<file path="src/rtl/tgl_status_pkg.sv">
package tgl_status_pkg;
  typedef enum logic [2:0] {
    ST_IDLE,
    ST_PGM,
    ST_ERS,
    ST_PROT,
    ST_SUSP,
    ST_SPGM
  } op_state_e;

  localparam int unsigned TGL_BIT  = 6;
  localparam int unsigned FAIL_BIT = 5;
endpackage

</file>
<file path="src/rtl/tgl_timer.sv">
module tgl_timer #(
  parameter int unsigned ERS_TMO_CYC = 10000,
  parameter int unsigned PGM_TMO_CYC = 100
) (
  input  logic clk_i,
  input  logic rst_ni,
  input  logic load_i,
  input  logic load_ers_i,
  output logic expired_o
);
  localparam int unsigned MAX_TMO = (ERS_TMO_CYC > PGM_TMO_CYC) ? ERS_TMO_CYC : PGM_TMO_CYC;
  localparam int unsigned CW      = $clog2(MAX_TMO + 1);

  logic [CW-1:0] cnt_q;

  always_ff @(posedge clk_i or negedge rst_ni) begin
    if (!rst_ni)              cnt_q <= '0;
    else if (load_i)          cnt_q <= load_ers_i ? CW'(ERS_TMO_CYC - 1) : CW'(PGM_TMO_CYC - 1);
    else if (cnt_q != '0)     cnt_q <= cnt_q - 1'b1;
  end

  assign expired_o = (cnt_q == '0);

  p_count_down_r4: assert property (@(posedge clk_i) disable iff (!rst_ni)
    (!load_i && cnt_q != '0) |=> cnt_q == $past(cnt_q) - 1'b1);
endmodule

</file>
<file path="src/rtl/tgl_ctrl.sv">
module tgl_ctrl
  import tgl_status_pkg::*;
(
  input  logic clk_i,
  input  logic rst_ni,
  input  logic start_pgm_i,
  input  logic start_ers_i,
  input  logic prot_i,
  input  logic susp_i,
  input  logic resume_i,
  input  logic done_i,
  input  logic expired_i,
  output logic load_o,
  output logic load_ers_o,
  output logic busy_o,
  output logic array_o
);
  op_state_e state_q, state_d;
  logic      ret_susp_q;

  always_comb begin
    state_d    = state_q;
    load_o     = 1'b0;
    load_ers_o = 1'b0;
    unique case (state_q)
      ST_IDLE: begin
        if (start_ers_i) begin
          if (prot_i) begin
            state_d    = ST_PROT;
            load_o     = 1'b1;
            load_ers_o = 1'b1;
          end else begin
            state_d = ST_ERS;
          end
        end else if (start_pgm_i) begin
          if (prot_i) begin
            state_d = ST_PROT;
            load_o  = 1'b1;
          end else begin
            state_d = ST_PGM;
          end
        end
      end
      ST_PGM:  if (done_i) state_d = ST_IDLE;
      ST_ERS: begin
        if (done_i)      state_d = ST_IDLE;
        else if (susp_i) state_d = ST_SUSP;
      end
      ST_PROT: if (expired_i) state_d = ret_susp_q ? ST_SUSP : ST_IDLE;
      ST_SUSP: begin
        if (resume_i) begin
          state_d = ST_ERS;
        end else if (start_pgm_i) begin
          if (prot_i) begin
            state_d = ST_PROT;
            load_o  = 1'b1;
          end else begin
            state_d = ST_SPGM;
          end
        end
      end
      ST_SPGM: if (done_i) state_d = ST_SUSP;
      default: state_d = ST_IDLE;
    endcase
  end

  always_ff @(posedge clk_i or negedge rst_ni) begin
    if (!rst_ni) begin
      state_q    <= ST_IDLE;
      ret_susp_q <= 1'b0;
    end else begin
      state_q <= state_d;
      if (load_o) ret_susp_q <= (state_q == ST_SUSP);
    end
  end

  assign busy_o  = (state_q == ST_PGM) || (state_q == ST_ERS) ||
                   (state_q == ST_PROT) || (state_q == ST_SPGM);
  assign array_o = (state_q == ST_IDLE);

  p_done_ends_r3: assert property (@(posedge clk_i) disable iff (!rst_ni)
    ((state_q == ST_PGM || state_q == ST_ERS) && done_i) |=> array_o);
  p_prot_hold_r4: assert property (@(posedge clk_i) disable iff (!rst_ni)
    (state_q == ST_PROT && !expired_i) |=> state_q == ST_PROT);
  p_susp_stay_r6: assert property (@(posedge clk_i) disable iff (!rst_ni)
    (state_q == ST_SUSP && !resume_i && !start_pgm_i) |=> (state_q == ST_SUSP && !busy_o));
  p_spgm_back_r7: assert property (@(posedge clk_i) disable iff (!rst_ni)
    (state_q == ST_SPGM && done_i) |=> state_q == ST_SUSP);
  p_ers_first_r10: assert property (@(posedge clk_i) disable iff (!rst_ni)
    (state_q == ST_IDLE && start_ers_i && start_pgm_i && !prot_i) |=> state_q == ST_ERS);
endmodule

</file>
<file path="src/rtl/tgl_flop.sv">
module tgl_flop
  import tgl_status_pkg::*;
(
  input  logic       clk_i,
  input  logic       rst_ni,
  input  logic       rd_i,
  input  logic       busy_i,
  input  logic       fail_i,
  output logic [7:0] status_o
);
  logic tgl_q;

  always_ff @(posedge clk_i or negedge rst_ni) begin
    if (!rst_ni)              tgl_q <= 1'b0;
    else if (busy_i && rd_i)  tgl_q <= ~tgl_q;
  end

  always_comb begin
    status_o           = '0;
    status_o[TGL_BIT]  = tgl_q;
    status_o[FAIL_BIT] = fail_i;
  end

  p_flip_r2: assert property (@(posedge clk_i) disable iff (!rst_ni)
    (busy_i && rd_i) |=> tgl_q != $past(tgl_q));
  p_freeze_r3: assert property (@(posedge clk_i) disable iff (!rst_ni)
    !busy_i |=> $stable(tgl_q));
endmodule

</file>
<file path="src/rtl/tgl_status_top.sv">
module tgl_status_top #(
  parameter int unsigned ERS_TMO_CYC = 10000,
  parameter int unsigned PGM_TMO_CYC = 100
) (
  input  logic       clk_i,
  input  logic       rst_ni,
  input  logic       rd_i,
  input  logic       start_pgm_i,
  input  logic       start_ers_i,
  input  logic       prot_i,
  input  logic       susp_i,
  input  logic       resume_i,
  input  logic       done_i,
  input  logic       fail_i,
  output logic [7:0] status_o,
  output logic       array_mode_o
);
  logic load, load_ers, expired, busy;

  tgl_timer #(
    .ERS_TMO_CYC(ERS_TMO_CYC),
    .PGM_TMO_CYC(PGM_TMO_CYC)
  ) u_timer (
    .clk_i      (clk_i),
    .rst_ni     (rst_ni),
    .load_i     (load),
    .load_ers_i (load_ers),
    .expired_o  (expired)
  );

  tgl_ctrl u_ctrl (
    .clk_i       (clk_i),
    .rst_ni      (rst_ni),
    .start_pgm_i (start_pgm_i),
    .start_ers_i (start_ers_i),
    .prot_i      (prot_i),
    .susp_i      (susp_i),
    .resume_i    (resume_i),
    .done_i      (done_i),
    .expired_i   (expired),
    .load_o      (load),
    .load_ers_o  (load_ers),
    .busy_o      (busy),
    .array_o     (array_mode_o)
  );

  tgl_flop u_flop (
    .clk_i    (clk_i),
    .rst_ni   (rst_ni),
    .rd_i     (rd_i),
    .busy_i   (busy),
    .fail_i   (fail_i),
    .status_o (status_o)
  );

  p_fixed_bits_r8: assert property (@(posedge clk_i) disable iff (!rst_ni)
    (status_o[7] == 1'b0) && (status_o[4:0] == 5'd0));
  p_array_quiet_r3: assert property (@(posedge clk_i) disable iff (!rst_ni)
    (array_mode_o && rd_i) |=> $stable(status_o[6]));
endmodule

</file>
<file path="config.mk">
export PLATFORM = sky130hd
export DESIGN_NAME = tgl_status_top
export DESIGN_NICKNAME = d
export VERILOG_FILES = /design/src/rtl/tgl_status_pkg.sv /design/src/rtl/tgl_timer.sv /design/src/rtl/tgl_ctrl.sv /design/src/rtl/tgl_flop.sv /design/src/rtl/tgl_status_top.sv
export SDC_FILE = /design/constraint.sdc
export NUM_CORES = 1
export LEC_CHECK = 0
export BUFFER_PORTS_ARGS = -buffer_cell sky130_fd_sc_hd__clkbuf_2
export CAP_MARGIN = 20
export CORE_MARGIN = 8
export CORE_UTILIZATION = 25
export CTS_CLUSTER_SIZE = 12
export DETAILED_ROUTE_END_ITERATION = 12
export PLACE_DENSITY = 0.53
export SETUP_SLACK_MARGIN = 0.4
export SLEW_MARGIN = 20
export SYNTH_ARGS = -nofsm -noshare
export SYNTH_HDL_FRONTEND = slang
export SYNTH_SLANG_ARGS = --single-unit
</file>
<file path="constraint.sdc">
create_clock -name clk_i -period 6.6 [get_ports clk_i]
set_clock_uncertainty 0.05 [all_clocks]
set_input_delay 0.66 -clock clk_i [delete_from_list [all_inputs] [get_ports clk_i]]
set_output_delay 0.66 -clock clk_i [all_outputs]
set_load 0.005 [all_outputs]
</file>
* After elaboration in Yosys (flattened, before gate mapping)
Index checks and enable logic that the tools add are counted.
** Operators by class
- Add/subtract/negate cells :: 1
- Equal/unequal tests :: 11
- Mux-type cells :: 24
- Bitwise logic cells :: 1
- Reduce and logical (&&, ||, !) cells :: 9
** Operators by type and width (number)
- two-way mux 14 bit :: 3
- two-way mux 3 bit :: 11
- case mux 3 bit (6 select lines) :: 1
- logical NOT 14 bit :: 1
- nonzero test 14 bit :: 1
- subtractor 14 x 1 -> 14 bit (second input constant) :: 1
- inequality test 3 bit (second input constant) :: 3
- two-way mux 1 bit :: 7
- equality test 3 x 2 -> 1 bit (second input constant) :: 2
- equality test 3 bit (second input constant) :: 2
- inequality test 2 bit (second input constant) :: 3
- AND reduction 6 bit :: 1
- equality test 3 x 1 -> 1 bit (second input constant) :: 1
- logical NOT 3 bit :: 1
- logical OR 1 bit :: 3
- two-way mux 2 bit :: 1
- case mux 1 bit (2 select lines) :: 1
- nonzero test 2 bit :: 1
- logical AND 1 bit :: 1
- inverter 1 bit :: 1
** Storage, ports and cells
- Bits in registers :: 19
- Input port bits :: 10
- Output and inout bits :: 9
- Logic and storage cells :: 50

* Depth between registers and ports, before layout
Gate-level depths: netlist of run 1.
- Depth in word-level cells :: 5
- Gate-level depth with buffers :: 6
- Mapped depth without buffers :: 6

* Cells and area by module
A second synthesis of run 1 with hierarchy kept.
** Second synthesis, totals
- Cell total of the unflattened synthesis :: 123
- Area total of the unflattened synthesis :: 1182.4 um2
** Modules (own cells, without submodules)
- tgl_timer :: times used 1, cells each 77, area each 794.5 um2, sequential area each 350.3 um2
- tgl_ctrl :: times used 1, cells each 34, area each 286.5 um2, sequential area each 100.1 um2
- tgl_flop :: times used 1, cells each 12, area each 101.3 um2, sequential area each 25.0 um2

* Worst setup path after synthesis of run 1
Ideal clock, no wire load.
- Path kind :: reg-to-reg
- Start point :: reg u_timer.cnt_q[10]
- End point :: reg u_ctrl.state_q[0]
- Data arrival time :: 1.909 ns
- Setup slack :: 4.513 ns
- Cell stages (with the launch flop) :: 6
- Path buffers :: 0
- Cell sequence :: dfrtp_1 > or4_1 > or3_4 > nor3_4 > o21ai_1 > mux2_1
** On the way
- Word-level cells in the longest chain between the ends :: 3
** Ends and longest elaborated chain
- start, declared :: line tgl_timer.sv:14 : logic [CW-1:0] cnt_q;
- start signal, assigned :: line tgl_timer.sv:18 : else if (load_i) cnt_q <= load_ers_i ? CW'(ERS_TMO_CYC - 1) : CW'(PGM_TMO_CYC - 1);
- start signal, assigned :: line tgl_timer.sv:19 : else if (cnt_q != '0) cnt_q <= cnt_q - 1'b1;
- logical NOT 14 bit :: line tgl_timer.sv:22 : assign expired_o = (cnt_q == '0);
- inequality test 2 bit (no line)
- AND reduction 6 bit (no line)
- end signal, assigned :: line tgl_ctrl.sv:72 : state_q <= state_d;
- end, declared :: line tgl_ctrl.sv:18 : op_state_e state_q, state_d;
Every way passes these cells.
A chain may end at the register's enable or synchronous reset.

* Final worst setup path of run 1
- Start point :: reg u_timer.cnt_q[9]
- End point :: reg u_timer.cnt_q[2]
** On the way
- Word-level cells in the longest chain between the ends :: 2
** Ends and longest elaborated chain (line)
- nonzero test 14 bit :: tgl_timer.sv:19
- nonzero test 2 bit (no line)
Every way passes these cells.

==> impl_metrics.xml, run 1 <==
<?xml version="1.0" encoding="UTF-8"?>
<metrics>
  <group name="floorplan">
    <metric name="io_pins" unit="">19</metric>
    <metric name="core.rowCount" unit="">25</metric>
    <metric name="die_y" unit="um">84.19</metric>
    <metric name="die_width" unit="um">84.19</metric>
    <metric name="die_area" unit="um2">7087</metric>
    <metric name="floorplan.core_area" unit="um2">4598</metric>
    <metric name="initial_utilization" unit="%">25.28</metric>
  </group>
  <group name="placed_design">
    <metric name="preCtsSetupSlack" unit="ns">4.332</metric>
    <metric name="globalplace.congestion" unit="">0.7788</metric>
    <metric name="io_buffer_count" unit="">10</metric>
    <metric name="hpwl" unit="um">1805</metric>
  </group>
  <group name="timing">
    <metric name="final.setup.tns" unit="ns">0</metric>
    <metric name="fmaxAchievable" unit="GHz">0.4349</metric>
    <metric name="final_max_slew_viol_count" unit="">0</metric>
    <metric name="setup_ws" unit="ns">4.300</metric>
    <metric name="rsz0062_at_grt" unit="">no</metric>
    <metric name="timing_worst_slew_pin_value" unit="ns">0.5285</metric>
    <metric name="final_period_minus_worst_setup_slack" unit="ns">2.300</metric>
    <metric name="hold_violations" unit="">0</metric>
    <metric name="report.final.setup_viol" unit="">0</metric>
    <metric name="tcrit_tclk_final" unit="%">34.84</metric>
    <metric name="slew-limit-headroom" unit="%">64.67</metric>
  </group>
  <group name="routing">
    <metric name="first_iter_violations" unit="">33</metric>
    <metric name="detail_route.drc_violations" unit="">0</metric>
    <metric name="detail_route.wl_per_cell" unit="um">12.62</metric>
    <metric name="wl" unit="um">2372</metric>
    <metric name="via_count" unit="">913</metric>
    <metric name="drt-pass1-iter-count" unit="">4</metric>
    <metric name="ant_nets" unit="">0</metric>
    <metric name="via_density_per_instance" unit="">4.856</metric>
  </group>
  <group name="synthesis">
    <metric name="xor_xnor_fraction_of_synth_area" unit="%">7.535</metric>
    <metric name="synth.lib_cells_used.distinct" unit="">40</metric>
    <metric name="synth.ff_latch_count" unit="">19</metric>
    <metric name="synth_top_family_by_area" unit="">simple AND/OR/NAND/NOR gates</metric>
    <metric name="post_synthesis_cell_area" unit="um2">1162</metric>
    <metric name="leading_register_cell_type_out_of_synthesis" unit="">sky130_fd_sc_hd__dfrtp_1</metric>
    <metric name="synth.area.mux_share" unit="%">5.597</metric>
    <metric name="complex_gate_fraction_of_the_synthesized_area" unit="%">10.33</metric>
    <metric name="synthesis.area_per_instance" unit="um2">9.225</metric>
    <metric name="synth_sequential_area_ratio" unit="%">40.90</metric>
    <metric name="synth_simple_gate_area_share" unit="%">26.80</metric>
    <metric name="asyncSetResetFlopFracSynth" unit="%">100.0</metric>
    <metric name="synth-adder-area-share" unit="%">1.076</metric>
    <metric name="synth_warn" unit="">0</metric>
    <metric name="synth_enable_flop_cells" unit="">0</metric>
    <metric name="synthCells" unit="">126</metric>
  </group>
  <group name="clock_network">
    <metric name="htree_levels" unit="">1</metric>
    <metric name="cts_tree" unit="">done</metric>
    <metric name="cts_setup_buffers" unit="">0</metric>
    <metric name="tritoncts.num_buffers" unit="">3</metric>
    <metric name="clock_tree.root_cell" unit="">sky130_fd_sc_hd__clkbuf_8</metric>
    <metric name="clkSlewWorstSetupHoldPaths" unit="ns">0.07</metric>
    <metric name="clock_sink_count" unit="">19</metric>
    <metric name="clock_tree.buffer_depth" unit="">2</metric>
    <metric name="cts.hold.buffers_added" unit="">0</metric>
    <metric name="clk-insertion-delay-late" unit="ns">0.26</metric>
    <metric name="cts.repair.resized" unit="">0</metric>
  </group>
  <group name="layout">
    <metric name="fraction_of_final_layout_cells_sized_beyond_drive_strength_1" unit="%">14.93</metric>
    <metric name="nNetsFinal" unit="">146</metric>
    <metric name="num_antenna_cells" unit="">0</metric>
    <metric name="fillCellCount" unit="">472</metric>
    <metric name="finalCoreUtilization" unit="%">27.67</metric>
    <metric name="flow.area_growth_from_synthesis" unit="%">9.472</metric>
    <metric name="sequential_cell_area" unit="um2">475.5</metric>
    <metric name="multi_input_comb_area" unit="um2">619.3</metric>
  </group>
  <group name="worst_setup_path">
    <metric name="crit_path_top_delay_cell" unit="">sky130_fd_sc_hd__or4_1</metric>
    <metric name="timing.reg2reg.worst_path_depth" unit="">5</metric>
    <metric name="worst_setup_path_end_kind" unit="">flop</metric>
    <metric name="cp-startpoint" unit="">u_timer.cnt_q[9]</metric>
    <metric name="critPathMaxFanout" unit="">7</metric>
    <metric name="worst-endpoint-required" unit="ns">6.68</metric>
    <metric name="rr_endpoint" unit="">u_timer.cnt_q[2]</metric>
    <metric name="reg2reg_setup_slack" unit="ns">4.30</metric>
    <metric name="critPathKind" unit="">reg2reg</metric>
    <metric name="cpPeakStageDelay" unit="ns">0.54</metric>
    <metric name="critical_path_arrival" unit="ns">2.37</metric>
    <metric name="cp-start-kind" unit="">flop</metric>
    <metric name="cells_along_the_critical_path" unit="">or4_1 &gt; or3_4 &gt; nor3_4 &gt; or2_0 &gt; o21ai_0</metric>
    <metric name="cp-endpoint" unit="">u_timer.cnt_q[2]</metric>
    <metric name="r2r_start" unit="">u_timer.cnt_q[9]</metric>
  </group>
  <group name="power">
    <metric name="p_per_area" unit="nW/um2">416.8</metric>
    <metric name="design_power_total" unit="mW">0.5304</metric>
    <metric name="leakage" unit="nW">0.5353</metric>
    <metric name="worst_ir_drop_vdd" unit="uV">245.8</metric>
  </group>
  <group name="grt">
    <metric name="global_route_wire_length_before_repair" unit="um">4077</metric>
    <metric name="grt_antenna_before_repair" unit="">0</metric>
    <metric name="grt_pass1_vias" unit="">924</metric>
    <metric name="grt_max_degree" unit="">20</metric>
    <metric name="grt_overflow" unit="">0</metric>
    <metric name="gr-usage-all-layers" unit="%">6.811</metric>
  </group>
  <group name="flow_run">
    <metric name="max_cap_violations" unit="">0</metric>
  </group>
  <group name="hold_path">
    <metric name="holdCritPathClass" unit="">in2async</metric>
  </group>
  <group name="outcome">
    <metric name="status" unit="">finished clean</metric>
  </group>
</metrics>
-- critical path, delay by kind of cell (launching register included) --
kind,cells,cell delay (ns)
AND/OR/NAND/NOR,4,1.54
AO/OA/AOI/OAI,1,0.16
flip-flops,1,0.42
-- through the flow --
stage / instances / instance area, um2 / hold WS (ns)
after floorplan: 131 / 1181 / 0.3144
after global placement: 184 / 1227 / 0.4089
after detailed placement: 184 / 1227 / 0.4158
after CTS: 188 / 1272 / 0.3187
after global routing: 188 / 1272 / 0.3370
final: 188 / 1272 / 0.2935
-- metal layers --
layer	wire (um)	up-vias	GRT usage, %
li1	-	442	-
met1	1093	449	7.595
met2	1153	18	11.77
met3	107	4	2.711
met4	18	0	1.570
met5	0	-	0
-- how the worst min path moves through the flow --
stage | start | to | slack, ns | cells after the start
final | rst_ni | u_timer.cnt_q[3] | 0.29 | 1
after global routing | rst_ni | u_ctrl.state_q[1] | 0.34 | 1
after CTS | rst_ni | u_ctrl.state_q[2] | 0.32 | 1
after detailed placement | u_flop.tgl_q | u_flop.tgl_q | 0.42 | 1
after global placement | u_flop.tgl_q | u_flop.tgl_q | 0.41 | 1
after floorplan | rst_ni | u_ctrl.ret_susp_q | 0.31 | 0
-- area by class of cell --
type,instances,share of cell area [%]
Tap cell,54,5.310
Multi-Input combinational cell,97,48.67
Inverter,4,1.180
Timing Repair Buffer,10,3.933
Sequential cell,19,37.36
Clock buffer,4,3.540
-- logic make-up after synthesis --
group | Yosys count
compound gates | 21
xor+xnor | 10
fa+ha+maj | 1
buf+inv | 15
flops | 19
mux | 6
other cells | 1
simple gates | 53
-- registers in the layout (all words and copies together) (netlist names) --
name	count
u_timer.cnt_q	14
u_flop.tgl_q	1
u_ctrl.ret_susp_q	1
u_ctrl.state_q	3
-- where the power goes --
group          internal (mW)  total, mW  switching (mW)
Sequential             0.170      0.239          0.0685
Combinational          0.106      0.210           0.104
Clock                 0.0429     0.0821          0.0392
-- synthesized netlist by cell type (2+ instances only) --
master,number,area (um2)
sky130_fd_sc_hd__inv_1,4,15.01
sky130_fd_sc_hd__xnor2_1,7,61.31
sky130_fd_sc_hd__nand2_1,11,41.29
sky130_fd_sc_hd__nor3_1,3,15.01
sky130_fd_sc_hd__mux2_1,3,33.78
sky130_fd_sc_hd__xor2_1,3,26.28
sky130_fd_sc_hd__nand3_1,2,10.01
sky130_fd_sc_hd__o21ai_0,8,40.04
sky130_fd_sc_hd__clkbuf_1,3,11.26
sky130_fd_sc_hd__dfrtp_1,19,475.5
sky130_fd_sc_hd__buf_4,8,60.06
sky130_fd_sc_hd__o22ai_1,2,12.51
sky130_fd_sc_hd__nor2_1,11,41.29
sky130_fd_sc_hd__mux2i_1,2,20.02
sky130_fd_sc_hd__a21oi_1,6,30.03
sky130_fd_sc_hd__or4_1,2,15.01
sky130_fd_sc_hd__nand2b_1,5,31.28
sky130_fd_sc_hd__nand3b_1,2,15.01
sky130_fd_sc_hd__nor4_1,4,25.02
-- cells in the final DEF, fill, tap and decap left out, types with 4 or more instances in the layout --
cell	synthesis	routed
sky130_fd_sc_hd__nor2_1	11	11
sky130_fd_sc_hd__nand2b_1	5	5
sky130_fd_sc_hd__nand2_1	11	11
sky130_fd_sc_hd__inv_1	4	4
sky130_fd_sc_hd__nor4_1	4	4
sky130_fd_sc_hd__xnor2_1	7	7
sky130_fd_sc_hd__clkbuf_2	0	10
sky130_fd_sc_hd__conb_1	1	6
sky130_fd_sc_hd__a21oi_1	6	6
sky130_fd_sc_hd__dfrtp_1	19	19
sky130_fd_sc_hd__o21ai_0	8	8
Power figures use the tool's default switching activity.
==> run 2: changes to the inputs <==
ABC_AREA = 1   (was unset)
PLACE_DENSITY = 0.52   (was 0.53)
clock period = 2.3 ns   (was 6.6 ns; I/O delays follow)
==> impl_metrics.xml, run 2 <==
<?xml version="1.0" encoding="UTF-8"?>
<metrics>
  <group name="synthesis">
    <metric name="synth_top_area_cell" unit="">sky130_fd_sc_hd__dfrtp_1</metric>
    <metric name="synth_warn" unit="">0</metric>
    <metric name="synth_area_leaders" unit="">sky130_fd_sc_hd__dfrtp_1, sky130_fd_sc_hd__nand2_1, sky130_fd_sc_hd__nor2_1</metric>
    <metric name="asyncSetResetFlopFracSynth" unit="%">100.0</metric>
    <metric name="synth.ff_latch_count" unit="">19</metric>
    <metric name="xor_xnor_fraction_of_synth_area" unit="%">2.541</metric>
    <metric name="synth_top_area_share" unit="%">34.48</metric>
    <metric name="post_synthesis_cell_area" unit="um2">1379</metric>
    <metric name="synthesis.area_per_instance" unit="um2">6.894</metric>
    <metric name="synth-adder-area-share" unit="%">0.9074</metric>
    <metric name="synth.area.mux_share" unit="%">0</metric>
    <metric name="complex_gate_fraction_of_the_synthesized_area" unit="%">6.624</metric>
    <metric name="synth_enable_flop_cells" unit="">0</metric>
    <metric name="synth_simple_gate_area_share" unit="%">42.74</metric>
    <metric name="synth_top_family_by_area" unit="">simple AND/OR/NAND/NOR gates</metric>
    <metric name="synthCells" unit="">200</metric>
    <metric name="synth.lib_cells_used.distinct" unit="">26</metric>
    <metric name="synth.top_cells.by_count" unit="">sky130_fd_sc_hd__nand2_1, sky130_fd_sc_hd__nor2_1, sky130_fd_sc_hd__inv_1, sky130_fd_sc_hd__dfrtp_1, sky130_fd_sc_hd__nand3_1</metric>
    <metric name="synth_sequential_area_ratio" unit="%">34.48</metric>
    <metric name="leading_register_cell_type_out_of_synthesis" unit="">sky130_fd_sc_hd__dfrtp_1</metric>
    <metric name="post-synth-top-count-cell" unit="">sky130_fd_sc_hd__nand2_1</metric>
  </group>
  <group name="timing">
    <metric name="fmaxAchievable" unit="GHz">0.6102</metric>
    <metric name="final_max_slew_viol_count" unit="">0</metric>
    <metric name="hold_violations" unit="">0</metric>
    <metric name="rsz0062_at_grt" unit="">no</metric>
    <metric name="tcrit_tclk_final" unit="%">71.25</metric>
    <metric name="report.final.setup_viol" unit="">0</metric>
    <metric name="final_period_minus_worst_setup_slack" unit="ns">1.639</metric>
    <metric name="final.setup.tns" unit="ns">0</metric>
  </group>
  <group name="floorplan">
    <metric name="io_pins" unit="">19</metric>
    <metric name="initial_utilization" unit="%">25.51</metric>
    <metric name="die_y" unit="um">90.27</metric>
    <metric name="core.rowCount" unit="">27</metric>
    <metric name="die_area" unit="um2">8148</metric>
    <metric name="die_width" unit="um">90.27</metric>
    <metric name="floorplan.core_area" unit="um2">5405</metric>
  </group>
  <group name="clock_network">
    <metric name="clk-insertion-delay-late" unit="ns">0.26</metric>
    <metric name="htree_levels" unit="">1</metric>
    <metric name="clkSlewWorstSetupHoldPaths" unit="ns">0.07</metric>
    <metric name="cts_tree" unit="">done</metric>
    <metric name="clock_tree.buffer_depth" unit="">2</metric>
    <metric name="clock_sink_count" unit="">19</metric>
    <metric name="cts.hold.buffers_added" unit="">1</metric>
    <metric name="cts.repair.resized" unit="">0</metric>
    <metric name="tritoncts.num_buffers" unit="">3</metric>
    <metric name="clock_tree.root_cell" unit="">sky130_fd_sc_hd__clkbuf_8</metric>
    <metric name="cts_setup_buffers" unit="">0</metric>
  </group>
  <group name="placed_design">
    <metric name="place.detailed.instances" unit="">278</metric>
    <metric name="globalplace.congestion" unit="">0.8451</metric>
    <metric name="io_buffer_count" unit="">10</metric>
    <metric name="post_place_instance_area" unit="um2">1466</metric>
    <metric name="hpwl" unit="um">2373</metric>
  </group>
  <group name="worst_setup_path">
    <metric name="worst-endpoint-required" unit="ns">2.40</metric>
    <metric name="timing.reg2reg.worst_path_depth" unit="">8</metric>
    <metric name="cp-startpoint" unit="">u_timer.cnt_q[0]</metric>
    <metric name="cp-start-kind" unit="">flop</metric>
    <metric name="reg2reg_setup_slack" unit="ns">0.66</metric>
    <metric name="critPathMaxFanout" unit="">5</metric>
    <metric name="worst_setup_path_end_kind" unit="">flop</metric>
    <metric name="rr_endpoint" unit="">u_timer.cnt_q[12]</metric>
    <metric name="r2r_start" unit="">u_timer.cnt_q[0]</metric>
    <metric name="critPathKind" unit="">reg2reg</metric>
    <metric name="critical_path_arrival" unit="ns">1.74</metric>
  </group>
  <group name="layout">
    <metric name="most_common_library_cell_in_the_layout_ignoring_fill_and_taps" unit="">sky130_fd_sc_hd__nand2_1</metric>
    <metric name="num_antenna_cells" unit="">0</metric>
    <metric name="finalCoreUtilization" unit="%">28.17</metric>
    <metric name="final_cell_mix" unit="">sky130_fd_sc_hd__nand2_1, sky130_fd_sc_hd__nor2_1, sky130_fd_sc_hd__inv_1</metric>
    <metric name="final-instance-count-excl-fill" unit="">283</metric>
    <metric name="fraction_of_final_layout_cells_sized_beyond_drive_strength_1" unit="%">17.06</metric>
    <metric name="flow.area_growth_from_synthesis" unit="%">10.44</metric>
    <metric name="largest_register" unit="">u_timer.cnt_q</metric>
    <metric name="nNetsFinal" unit="">223</metric>
    <metric name="summed_area_of_non_filler_cells_in_the_final_layout" unit="um2">1523</metric>
    <metric name="registers_with_the_highest_flip_flop_counts" unit="">u_timer.cnt_q (14), u_ctrl.state_q (3)</metric>
    <metric name="number_of_flip_flops_in_the_largest_register" unit="">14</metric>
  </group>
  <group name="grt">
    <metric name="grt_pass1_vias" unit="">1188</metric>
    <metric name="gr-usage-all-layers" unit="%">7.584</metric>
    <metric name="grt_antenna_before_repair" unit="">0</metric>
    <metric name="grt_max_degree" unit="">20</metric>
    <metric name="global_route_wire_length_before_repair" unit="um">5223</metric>
    <metric name="grt_overflow" unit="">0</metric>
  </group>
  <group name="routing">
    <metric name="detail_route.wl_per_cell" unit="um">10.54</metric>
    <metric name="via_density_per_instance" unit="">4.332</metric>
    <metric name="first_iter_violations" unit="">53</metric>
    <metric name="detail_route.drc_violations" unit="">0</metric>
    <metric name="drt-pass1-iter-count" unit="">4</metric>
    <metric name="wl" unit="um">2982</metric>
    <metric name="ant_nets" unit="">0</metric>
    <metric name="via_count" unit="">1226</metric>
  </group>
  <group name="power">
    <metric name="worst_ir_drop_vdd" unit="uV">389.3</metric>
    <metric name="leakage" unit="nW">0.7781</metric>
    <metric name="p_per_area" unit="nW/um2">1197</metric>
    <metric name="design_power_total" unit="mW">1.822</metric>
  </group>
  <group name="flow_run">
    <metric name="max_cap_violations" unit="">0</metric>
  </group>
  <group name="hold_path">
    <metric name="min-delay-start" unit="">rd_i</metric>
    <metric name="holdCritPathClass" unit="">in2reg</metric>
    <metric name="min_delay_path_depth" unit="">3</metric>
    <metric name="min_delay_worst_endpoint" unit="">u_flop.tgl_q</metric>
  </group>
  <group name="outcome">
    <metric name="status" unit="">finished clean</metric>
  </group>
</metrics>
[run 2: layer usage]
| metal | global-route usage (%) | wire [um] |
|---|---|---|
| met1 | 9.711 | 1553 |
| met2 | 12.09 | 1285 |
| met3 | 1.746 | 103 |
| met4 | 2.774 | 38 |
| met5 | 0 | 0 |
[run 2: layout make-up]
| type | count | area, um2 |
|---|---|---|
| inverter | 26 | 100.1 |
| clock buffer | 3 | 41.29 |
| timing repair buffer | 11 | 60.06 |
| tap | 72 | 90.09 |
| fill | 615 | 3882 |
| multi-input combinational | 151 | 750.7 |
| clock inverter | 1 | 5.005 |
| sequential | 19 | 475.5 |
[run 2: kinds of logic (layout without fill, tap and decap cells)]
group | after synthesis | count (layout)
adder cells (fa/ha/maj) | 1 | 1
AND/OR/NAND/NOR | 122 | 122
AO/OA/AOI/OAI | 18 | 18
buffers and inverters | 35 | 41
flip-flops | 19 | 19
other | 1 | 6
XOR/XNOR | 4 | 4
[run 2: how the worst max path moves through the flow]
stage | end | slack, ns | depth (start not counted)
2_1_floorplan | u_timer.cnt_q[12] | 0.82 | 8
3_3_place_gp | u_timer.cnt_q[0] | 0.70 | 8
3_5_place_dp | u_timer.cnt_q[11] | 0.67 | 7
4_1_cts | u_timer.cnt_q[11] | 0.65 | 7
5_1_grt | u_timer.cnt_q[13] | 0.53 | 9
6_report | u_timer.cnt_q[12] | 0.66 | 8
[run 2: per-stage QoR]
| stage | hold slack (ns) | setup WS, ns |
|---|---|---|
| final | 0.1560 | 0.6613 |
| after CTS | 0.1544 | 0.6539 |
| after detailed placement | 0.1689 | 0.6722 |
| after global placement | 0.1689 | 0.6991 |
| after global routing | 0.1823 | 0.5306 |
| after floorplan | -0.1156 | 0.8239 |
[run 2: power breakdown]
part	switching [mW]	internal, mW	total [mW]
Sequential	0.164	0.492	0.656
Combinational	0.588	0.343	0.931
Clock	0.114	0.121	0.235
Total	0.866	0.956	1.82
[run 2: critical path, stage by stage (launching register included)]
cell and delay (ns):
sky130_fd_sc_hd__dfrtp_1 0.39, sky130_fd_sc_hd__inv_1 0.10, sky130_fd_sc_hd__ha_1 0.23, sky130_fd_sc_hd__nand2_1 0.10, sky130_fd_sc_hd__nor2_2 0.16, sky130_fd_sc_hd__nand3_1 0.12, sky130_fd_sc_hd__nor2_1 0.16, sky130_fd_sc_hd__xor2_1 0.15
sky130_fd_sc_hd__nor2_1 0.05
